[src/rtl/cfg_crc_pkg.sv]
package cfg_crc_pkg;
  localparam int CRC_W = 32;
  localparam logic [CRC_W-1:0] CRC_POLY = 32'h04C11DB7;
  localparam logic [CRC_W-1:0] CRC_SEED = '1;

  typedef logic [CRC_W-1:0] crc_t;

  // One serial LFSR step: feedback from input bit and state MSB.
  function automatic crc_t crc_step(input crc_t s, input logic a);
    logic fb;
    fb = a ^ s[CRC_W-1];
    return {s[CRC_W-2:0], 1'b0} ^ ({CRC_W{fb}} & CRC_POLY);
  endfunction
endpackage

[src/rtl/crc_seq_ctrl.sv]
module crc_seq_ctrl #(
  parameter int STEPS    = 256,
  parameter int MID_STEP = 48
) (
  input  logic clk,
  input  logic rst_n,
  input  logic start_i,
  output logic go_o,
  output logic step_o,
  output logic cap_mid_o,
  output logic last_o,
  output logic busy_o,
  output logic done_o
);
  localparam int CW = (STEPS > 1) ? $clog2(STEPS) : 1;
  localparam logic [CW-1:0] LAST_IDX = CW'(STEPS - 1);
  localparam logic [CW-1:0] MID_IDX  = CW'(MID_STEP - 1);

  logic          busy_q;
  logic          done_q;
  logic          auto_q;
  logic [CW-1:0] cnt_q;

  assign go_o      = !busy_q && (start_i || auto_q);
  assign step_o    = busy_q;
  assign last_o    = busy_q && (cnt_q == LAST_IDX);
  assign cap_mid_o = busy_q && (cnt_q == MID_IDX);
  assign busy_o    = busy_q;
  assign done_o    = done_q;

  always_ff @(posedge clk or negedge rst_n) begin
    if (!rst_n) begin
      busy_q <= 1'b0;
      done_q <= 1'b0;
      auto_q <= 1'b1;
      cnt_q  <= '0;
    end else begin
      done_q <= last_o;
      if (go_o) begin
        busy_q <= 1'b1;
        cnt_q  <= '0;
        auto_q <= 1'b0;
      end else if (busy_q) begin
        if (last_o) busy_q <= 1'b0;
        else        cnt_q  <= cnt_q + 1'b1;
      end
    end
  end


  final_step_chk: assert property (@(posedge clk) disable iff (!rst_n)
    last_o |=> (!busy_o && done_o));

  done_pulse_chk: assert property (@(posedge clk) disable iff (!rst_n)
    done_o |=> !done_o);

  no_restart_chk: assert property (@(posedge clk) disable iff (!rst_n)
    (busy_o && !last_o) |=> (busy_o && cnt_q == $past(cnt_q) + 1'b1));
endmodule

[src/rtl/crc_lfsr_core.sv]
module crc_lfsr_core
  import cfg_crc_pkg::*;
#(
  parameter int IMG_W = 256
) (
  input  logic             clk,
  input  logic             rst_n,
  input  logic             go_i,
  input  logic             step_i,
  input  logic [IMG_W-1:0] image_i,
  output crc_t             state_o,
  output crc_t             next_o
);
  logic [IMG_W-1:0] sh_q;
  crc_t             st_q;

  assign state_o = st_q;
  assign next_o  = crc_step(st_q, sh_q[0]);

  always_ff @(posedge clk or negedge rst_n) begin
    if (!rst_n) begin
      sh_q <= '0;
      st_q <= CRC_SEED;
    end else if (go_i) begin
      sh_q <= image_i;
      st_q <= CRC_SEED;
    end else if (step_i) begin
      sh_q <= {1'b0, sh_q[IMG_W-1:1]};
      st_q <= next_o;
    end
  end


  seed_load_chk: assert property (@(posedge clk) disable iff (!rst_n)
    go_i |=> (state_o == CRC_SEED));
endmodule

[src/rtl/crc_change_det.sv]
module crc_change_det
  import cfg_crc_pkg::*;
(
  input  logic clk,
  input  logic rst_n,
  input  logic done_i,
  input  crc_t sum_i,
  input  logic clr_i,
  output logic chg_o
);
  crc_t prev_q;
  logic have_q;
  logic chg_q;
  logic mismatch;

  assign mismatch = done_i && have_q && (sum_i != prev_q);
  assign chg_o    = chg_q;

  always_ff @(posedge clk or negedge rst_n) begin
    if (!rst_n) begin
      prev_q <= '0;
      have_q <= 1'b0;
      chg_q  <= 1'b0;
    end else begin
      if (done_i) begin
        prev_q <= sum_i;
        have_q <= 1'b1;
      end
      if (mismatch)   chg_q <= 1'b1;
      else if (clr_i) chg_q <= 1'b0;
    end
  end


  first_run_chk: assert property (@(posedge clk) disable iff (!rst_n)
    (!have_q && !chg_q) |=> !chg_o);

  sticky_chk: assert property (@(posedge clk) disable iff (!rst_n)
    (chg_o && !clr_i) |=> chg_o);
endmodule

[src/rtl/cfg_crc_monitor.sv]
module cfg_crc_monitor
  import cfg_crc_pkg::*;
#(
  parameter int IMG_W    = 256,
  parameter int MID_BITS = 48
) (
  input  logic             clk,
  input  logic             rst_n,
  input  logic             start_i,
  input  logic             clr_chg_i,
  input  logic [IMG_W-1:0] image_i,
  output logic             busy_o,
  output logic             done_o,
  output logic [31:0]      checksum_o,
  output logic [31:0]      mid_crc_o,
  output logic             chg_o
);
  logic go, step, cap_mid, last;
  crc_t lfsr_state, lfsr_next;
  crc_t sum_q, mid_q;

  crc_seq_ctrl #(.STEPS(IMG_W), .MID_STEP(MID_BITS)) u_ctrl (
    .clk(clk), .rst_n(rst_n), .start_i(start_i),
    .go_o(go), .step_o(step), .cap_mid_o(cap_mid), .last_o(last),
    .busy_o(busy_o), .done_o(done_o)
  );

  crc_lfsr_core #(.IMG_W(IMG_W)) u_lfsr (
    .clk(clk), .rst_n(rst_n), .go_i(go), .step_i(step),
    .image_i(image_i), .state_o(lfsr_state), .next_o(lfsr_next)
  );

  always_ff @(posedge clk or negedge rst_n) begin
    if (!rst_n) begin
      sum_q <= '0;
      mid_q <= '0;
    end else begin
      if (last)    sum_q <= lfsr_next;
      if (cap_mid) mid_q <= lfsr_next;
    end
  end

  assign checksum_o = sum_q;
  assign mid_crc_o  = mid_q;

  crc_change_det u_chg (
    .clk(clk), .rst_n(rst_n), .done_i(done_o), .sum_i(sum_q),
    .clr_i(clr_chg_i), .chg_o(chg_o)
  );


  final_sum_chk: assert property (@(posedge clk) disable iff (!rst_n)
    last |=> (checksum_o == lfsr_state));

  mid_capture_chk: assert property (@(posedge clk) disable iff (!rst_n)
    cap_mid |=> (mid_crc_o == lfsr_state));

  stable_out_chk: assert property (@(posedge clk) disable iff (!rst_n)
    (busy_o && !last) |=> $stable(checksum_o));
endmodule

[config.mk]
export PLATFORM = sky130hd
export DESIGN_NAME = cfg_crc_monitor
export DESIGN_NICKNAME = d
export VERILOG_FILES = /design/src/rtl/cfg_crc_pkg.sv /design/src/rtl/crc_seq_ctrl.sv /design/src/rtl/crc_lfsr_core.sv /design/src/rtl/crc_change_det.sv /design/src/rtl/cfg_crc_monitor.sv
export SDC_FILE = /design/constraint.sdc
export NUM_CORES = 1
export LEC_CHECK = 0
export ABC_AREA = 1
export BUFFER_PORTS_ARGS = -buffer_cell sky130_fd_sc_hd__buf_2
export CAP_MARGIN = 20
export CORE_UTILIZATION = 55
export DETAILED_ROUTE_END_ITERATION = 12
export PLACE_DENSITY = 0.8
export SLEW_MARGIN = 25
export SYNTH_ARGS = -nofsm -noshare
export SYNTH_HDL_FRONTEND = slang
export SYNTH_SLANG_ARGS = --single-unit
[constraint.sdc]
create_clock -name clk -period 1.6 [get_ports clk]
set_input_delay 0.16 -clock clk [delete_from_list [all_inputs] [get_ports clk]]
set_output_delay 0.16 -clock clk [all_outputs]
set_load 0.02 [all_outputs]
==> impl_results.md, run 1 <==
- Run status: complete, but fails checks
- Failing checks: setup timing
- Share of the synthesized area in the top cell type: 0.535
- Warnings from Yosys: 0
- Setup_tns: -0.995 ns
- Startpoint Class: register
- Worst VDD drop: a little over 0.7 mV
- Initial antenna violation count: 8
- Clock skew: 0.0226 ns
- Final setup viols: 22
- Data arrival, critical path: 2.08 ns
- Unique masters post-synth: 35
- Fraction of final layout cells sized beyond drive strength 1: 0.216
- Worst R2R End: u_lfsr.sh_q[231]
- Register area share after synthesis: 0.585
- Reg2Reg Launch Point: u_ctrl.busy_o
- Reg2reg setup slack: -0.19 ns
- Area contributors post-synth: dfrtp_1 (53%), nand2_1 (16%), o211ai_1 (5.7%)
- Number of flops mapped to enable cells by yosys: 0
- HPWL after DPL: slightly below 30000 um
- Area leader, netlist: dfrtp_1
- CP Capture Type: register
- Fin area: 24000 sq um
- Clock latency on the worst-skew pair: 0.53 ns
- Required time of the critical path: ~1.9 ns
- Cell count after synthesis: between 1500 and 2000
- PortBufs: 326
- Most common cell in the netlist: nand2_1
- Max Fclk: 0.557 GHz
- Setup WS post-layout: -0.195 ns
- Die W: approximately 180 um
- Max H-tree Level: 2
- Tot GR Track Use: 0.377
- Pwr dens: about 1200 nW/um^2
- DRT iter0 DRCs: 2361
- Crit path max-delay family: buffers and inverters
- Largest net degree at the start of global routing: 108
- Total grt overflow: 0
- Sink Count: 397
- Most used DFF post-synth: dfrtp_1
- Synthesized flop and latch total: 397
- WP buf/inv: 2
- Vias: 17675
- CTS max path bufs: 3
- Area Overhead vs Synth: 41.0%
- Fin. max-slew vios: 0
- Crit-path max cell delay: around 0.53 ns
- Synthesized Nets: 2150
- Vias in the first global route: 17247
- Final GP Congestion: approximately 0.85
- Avg Inst Size Synth: 9.02 sq um
- Post-DR wirelength/cell: 22.0 um
- I/O pin count: between 300 and 400
- Die Height: 178 um
- Most instantiated cells after synthesis: nand2_1 (719), dfrtp_1 (364), inv_1 (217)
- Fin crit period: 1.79 ns
- Rows: 64
- Final Hold Fails: 0
- Starting Density: 0.559
- Reg2reg path depth: 3
- Mapped Area: 17000 sq um
- Ys async rst share: 1.00
- Clock root buffer: clkbuf_16
- Worst path depth: 3
- Core box area: 30500 sq um
- Antenna viol nets, final: 0
- Max-slew headroom: 0.562
- RSZ-0062 raised after global routing: yes
- CTS tree: done
- First-pass GRT wire length: 91300 um
- Critical Setup Path Class: register to register
- Max capacitance violation total: 0
- DRC Markers: 0
- Crit path cell chain: inv_4, buf_12, o221ai_1
- Nets: 2746
- Critical Path Fanout Max: around 110
- Die area: approximately 32000 sq um
- Vias per cell: 6.05
- Slew @ Worst Pin: roughly 0.66 ns
- DRT Pass-1 Iters: 9
- Worst hold path class: primary input to async pin
- Leak: 11.6 nW
- CTS Buf Count: 42
- Crit share post-route: 1.12
- Post-DP Area: 19300 sq um
- Crit-path slowest cell: dfrtp_4
- Clk slew on worst S/H paths: 0.07 ns
- Hold slack: around 0.15 ns
- Final Routed Wirelength: about 64000 um
==> registers in the layout, indices dropped and copies added (netlist names), 8 cells and up <==
signal	cells
u_lfsr.sh_q	256
checksum_o	32
u_ctrl.cnt_q	8
u_chg.prev_q	32
u_lfsr.state_o	32
mid_crc_o	32
==> how the worst max path moves through the flow <==
stage | start | to
detailed placement | u_ctrl.auto_q | u_lfsr.sh_q[242]
CTS | u_ctrl.cnt_q[1] | u_ctrl.cnt_q[6]
global route | u_ctrl.busy_o | u_lfsr.sh_q[231]
global placement | u_ctrl.auto_q | u_lfsr.sh_q[133]
floorplan | u_ctrl.busy_o | checksum_o[17]
finish | u_ctrl.busy_o | u_lfsr.sh_q[231]
==> power breakdown <==
part	switching [mW]	leakage [nW]	internal [mW]
Sequential	1.33	5.01	12.2
Clock	4.15	0.685	5.84
Combinational	3.61	5.92	2.66
==> layout by cell type, fill, tap and decap left out, types with 3 or more instances in the layout <==
master	instances
xor2_1	9
o221ai_1	60
o211ai_1	129
buf_6	6
o21ai_1	3
clkinvlp_4	4
clkbuf_16	54
dfstp_2	33
inv_1	216
dlygate4sd3_1	258
o31ai_1	3
nor2_1	14
clkbuf_8	12
a21oi_1	3
buf_16	8
nand2_2	10
nand2_1	709
diode_2	9
nor2_4	3
nand2_4	3
xnor2_1	24
dfrtp_1	362
clkbuf_1	10
nand3_1	67
o21ai_0	71
buf_2	324
clkinv_2	5
o22ai_1	31
xor2_2	5
buf_12	17
buf_4	33
o221ai_2	3
==> metrics by stage <==
stage / std cells / util / setup WS (ns) / power (mW)
after floorplan: 1889 / - / 0.149 / 16.6
final: 2922 / 0.787 / -0.195 / 29.8
after CTS: 2878 / 0.765 / -0.0119 / 28.9
after global placement: 2540 / 0.631 / 0.0593 / 18.3
after detailed placement: 2540 / 0.631 / -0.0114 / 18.6
after global routing: 2919 / 0.787 / -0.257 / 30.9
==> routing by layer <==
layer  vias to the layer above  routed length, um  GRT usage  share of wire
met3                       458               7580      0.117           0.12
met4                         6               5030      0.234          0.078
li1                       7295                  -          -              -
met5                         -                 82     0.0208         0.0013
met1                      8371              21700      0.456           0.34
met2                      1545              30100      0.588           0.47
==> what timing repair did <==
item / in CTS / in global routing
hold buffers: 258 / 0
pin swaps: 0 / 10
endpoints found under the setup margin: 54 / 150
hold endpoints to repair: 393 / 0
cloned: 2 / 14
resized for setup: 8 / 41
setup buffers: 2 / 21
==> cells by family after synthesis <==
logic type      share of synthesized area
compound gates                      0.126
fa+ha+maj                        0.000734
xor+xnor                           0.0209
simple gates                        0.187
buf+inv                            0.0803
flops                               0.585
==> area by class of cell <==
| cell class | instances | area, sq um |
|---|---|---|
| flip-flops and latches | 397 | 9980 |
| inverters | 221 | 846 |
| clock inverters | 11 | 118 |
| multi-input cells | 1161 | 5830 |
| well taps | 396 | 495 |
| diodes | 9 | 22.5 |
| clock buffers | 65 | 1280 |
| fillers | 1642 | 6480 |
| repair buffers | 661 | 5450 |
| repair inverters | 1 | 7.51 |
Power figures use the tool's default switching activity.
==> run 2, diff against run 1 <==
- SETUP_SLACK_MARGIN: unset -> 0.02
==> impl_results.md, run 2 <==
- Run status: did not finish
- Stop stage: global routing (5_1_grt)
- Log Error: [ERROR GRT-0232] Routing congestion too high. Check the congestion heatmap in the GUI.
- Area contributors post-synth: dfrtp_1 (53%), nand2_1 (16%), o211ai_1 (5.7%)
- Unique masters post-synth: 35
- Share of the synthesized area in the top cell type: 0.535
- Synthesized Nets: 2150
- Number of flops mapped to enable cells by yosys: 0
- CTS Buf Count: 42
- Warnings from Yosys: 0
- Max H-tree Level: 2
- Tot GR Track Use: 0.473
- Total grt overflow: 1
- I/O pin count: 327
- Ys async rst share: 1.00
- Avg Inst Size Synth: between 9 and 10 sq um
- Cell count after synthesis: between 1500 and 2000
- Die W: roughly 180 um
- Synthesized flop and latch total: 397
- Most used DFF post-synth: dfrtp_1
- Starting Density: 0.559
- HPWL after DPL: between 20000 and 30000 um
- Post-DP Area: 19300 sq um
- Die Height: 178 um
- PortBufs: approximately 330
- Final GP Congestion: 0.854
- Register area share after synthesis: 0.585
- Last worst endpoint in the global-route repair_timing: u_lfsr.sh_q[145]$_DFFE_PN0P_/D
- Largest net degree at the start of global routing: 108
- Rows: 64
- Mapped Area: 17000 sq um
- CTS max path bufs: 3
- Most common cell in the netlist: nand2_1
- Clock root buffer: clkbuf_16
- Most instantiated cells after synthesis: nand2_1 (719), dfrtp_1 (364), inv_1 (217)
- Area leader, netlist: dfrtp_1
- Sink Count: 397
- Worst End Pin Type: register input
-- run 2: cell counts after synthesis --
No cell type changed its count.
-- run 2: metal layers --
| metal | global-route usage | GRT overflow |
|---|---|---|
| met3 | 0.220 | 0 |
| met1 | 0.520 | 0 |
| met5 | 0.0465 | 0 |
| met2 | 0.701 | 1 |
| met4 | 0.375 | 0 |
-- run 2: cells by family after synthesis --
group / count (synthesis) / share of synthesized area
adders and majority gates: 1 / 0.000734
xor gates and xnor gates: 39 / 0.0209
AOI/OAI and AO/OA: 306 / 0.126
buffers and inverters: 332 / 0.0803
DFF: 397 / 0.585
and+or+nand+nor: 814 / 0.187
-- run 2: stage by stage --
| step | worst slack [ns] | instances | TNS (ns) | hold WS [ns] |
|---|---|---|---|---|
| floorplan | 0.149 | 1889 | 0 | -0.136 |
| global placement | 0.0593 | 2540 | 0 | 0.117 |
| detailed placement | -0.0114 | 2540 | -0.0540 | 0.114 |
| CTS | 0.00563 | 2886 | 0 | 0.170 |
-- run 2: timing repair --
item | 4_1_cts
cloned | 2
pin swaps | 2
buffers inserted | 10
setup endpoints to repair | 90
hold endpoints to repair | 393
hold buffers | 258
gates resized for setup | 13
==> run 3, diff against run 2 <==
- CORE_UTILIZATION: 55 -> 40
- PLACE_DENSITY: 0.8 -> unset
- PLACE_DENSITY_LB_ADDON: unset -> 0.15
- SETUP_SLACK_MARGIN: 0.02 -> unset
==> impl_results.md, run 3 (synthesized netlist as in run 1, its figures left out) <==
- Run status: complete, no violations
- Die area: 43400 sq um
- Final Hold Fails: 0
- Fin crit period: 1.58 ns
- Reg2reg path depth: 6
- Clk slew on worst S/H paths: 0.06 ns
- Startpoint Class: register
- Starting Density: 0.406
- Largest Register: u_lfsr.sh_q
- Max Fclk: 0.634 GHz
- Core box area: 41900 sq um
- Area Overhead vs Synth: 41.8%
- Die W: approximately 210 um
- Leak: 11.6 nW
- Required time of the critical path: 1.44 ns
- Max capacitance violation total: 0
- Final setup viols: 0
- CTS tree: done
- I/O pin count: 327
- Worst hold path class: primary input to async pin
- Tot GR Track Use: 0.235
- Worst VDD drop: 0.720 mV
- Crit-path slowest cell: dfrtp_4
- Largest register FFs: 256
- Clock root buffer: clkbuf_16
- Pwr dens: ~1200 nW/um^2
- Fillers: about 3600
- Initial antenna violation count: 3
- PortBufs: roughly 330
- Slew @ Worst Pin: 0.564 ns
- Commonest non-fill, non-tap cells in the layout: nand2_1 (719), dfrtp_1 (363), buf_2 (324), dlygate4sd3_1 (258), inv_1 (216)
- First-pass GRT wire length: 82000 um
- Rows: 75
- Fin util: 0.576
- Total grt overflow: 0
- CTS Buf Count: between 40 and 50
- Die Height: 208 um
- DRT iter0 DRCs: 1125
- Setup_tns: 0 ns
- Critical Path Fanout Max: 6
- Crit path cell chain: buf_16, buf_8
- Fin cells: roughly 3000
- Post-DR wirelength/cell: between 15 and 20 um
- Max H-tree Level: 2
- DRC Markers: 0
- Crit-path max cell delay: 0.56 ns
- Sink Count: 397
- Critical Setup Path Class: register to output pin
- Worst path depth: 2
- Clock skew: 0.0143 ns
- Fraction of final layout cells sized beyond drive strength 1: 0.211
- Vias per cell: 5.00
- Max-slew headroom: 0.624
- Final GP Congestion: 0.823
- Antenna viol nets, final: 0
- Placed Cells: 2705
- HPWL after DPL: between 30000 and 40000 um
- Crit share post-route: 0.986
- Vias: around 15000
- Nets: 2752
- WP buf/inv: 2
- Largest net degree at the start of global routing: 70
- Data arrival, critical path: 1.42 ns
- Fin. max-slew vios: 0
- Clock latency on the worst-skew pair: 0.56 ns
- Crit path max-delay family: flip-flops
- CTS max path bufs: 3
- Final Routed Wirelength: 51600 um
- DRT Pass-1 Iters: 5
- CP Capture Type: output pin
- Hold slack: roughly 0.050 ns
- Vias in the first global route: 15808
- Commonest non-fill, non-tap cell in the layout: nand2_1
- RSZ-0062 raised after global routing: yes
## run 3: final timing paths
kind | start | to | slack, ns
setup / recovery | u_ctrl.busy_o | busy_o | 0.02
hold / removal | rst_n | u_chg.prev_q[24] | 0.05
setup reg to reg | u_ctrl.busy_o | mid_crc_o[14] | 0.07
hold reg to reg | mid_crc_o[4] | mid_crc_o[4] | 0.47
max in group asynchronous | rst_n | u_lfsr.state_o[10] | 0.79
min in group clk | start_i | u_ctrl.busy_o | 0.12
## run 3: metal layers
| metal | wire [um] | GRT usage | vias to the layer above |
|---|---|---|---|
| li1 | - | - | 7310 |
| met1 | 22600 | 0.313 | 7367 |
| met2 | 24300 | 0.378 | 511 |
| met3 | 2830 | 0.0409 | 131 |
| met4 | 1810 | 0.0986 | 0 |
| met5 | 0 | 0 | - |
## run 3: area by class of cell
cell class,instances,area [sq um],area share
flip-flops and latches,397,9980,0.413
multi-input cells,1160,5790,0.240
repair buffers,666,5460,0.226
clock buffers,71,1360,0.0565
inverters,221,846,0.0350
well taps,539,674,0.0279
clock inverters,6,33.8,0.00140
repair inverters,1,7.51,0.000311
diodes,3,7.51,0.000311
## run 3: repair_timing
item                                   CTS  global route
gates resized for setup                  6            17
pin swaps                                0             2
endpoints found under the hold margin  559             0
cloned                                   2             8
setup endpoints to repair              135           149
hold buffers                           258             0
buffers inserted                         0            11
## run 3: worst reg2reg max path, cell delays in order, from the launching register on
cell       delay [ns]
dfrtp_4          0.52
inv_8            0.09
nor2_1           0.18
nand3_4          0.12
buf_12           0.17
clkbuf_16        0.18
o21ai_0          0.17
## run 3: where the power goes
| group | leakage, nW | internal, mW | switching [mW] | total, mW |
|---|---|---|---|---|
| Clock | 0.693 | 5.79 | 4.02 | 9.81 |
| Sequential | 5.01 | 12.2 | 1.12 | 13.3 |
| Combinational | 5.90 | 2.79 | 3.29 | 6.08 |
| Total | 11.6 | 20.8 | 8.43 | 29.2 |
## run 3: metrics by stage
step,cell area [sq um],total power [mW],setup WS [ns]
floorplan,17000,16.6,0.149
global placement,19700,18.6,-0.0484
detailed placement,19700,18.8,-0.0869
CTS,23800,29.2,-0.0653
global route,24200,30.8,-0.0201
finish,24200,29.2,0.0223
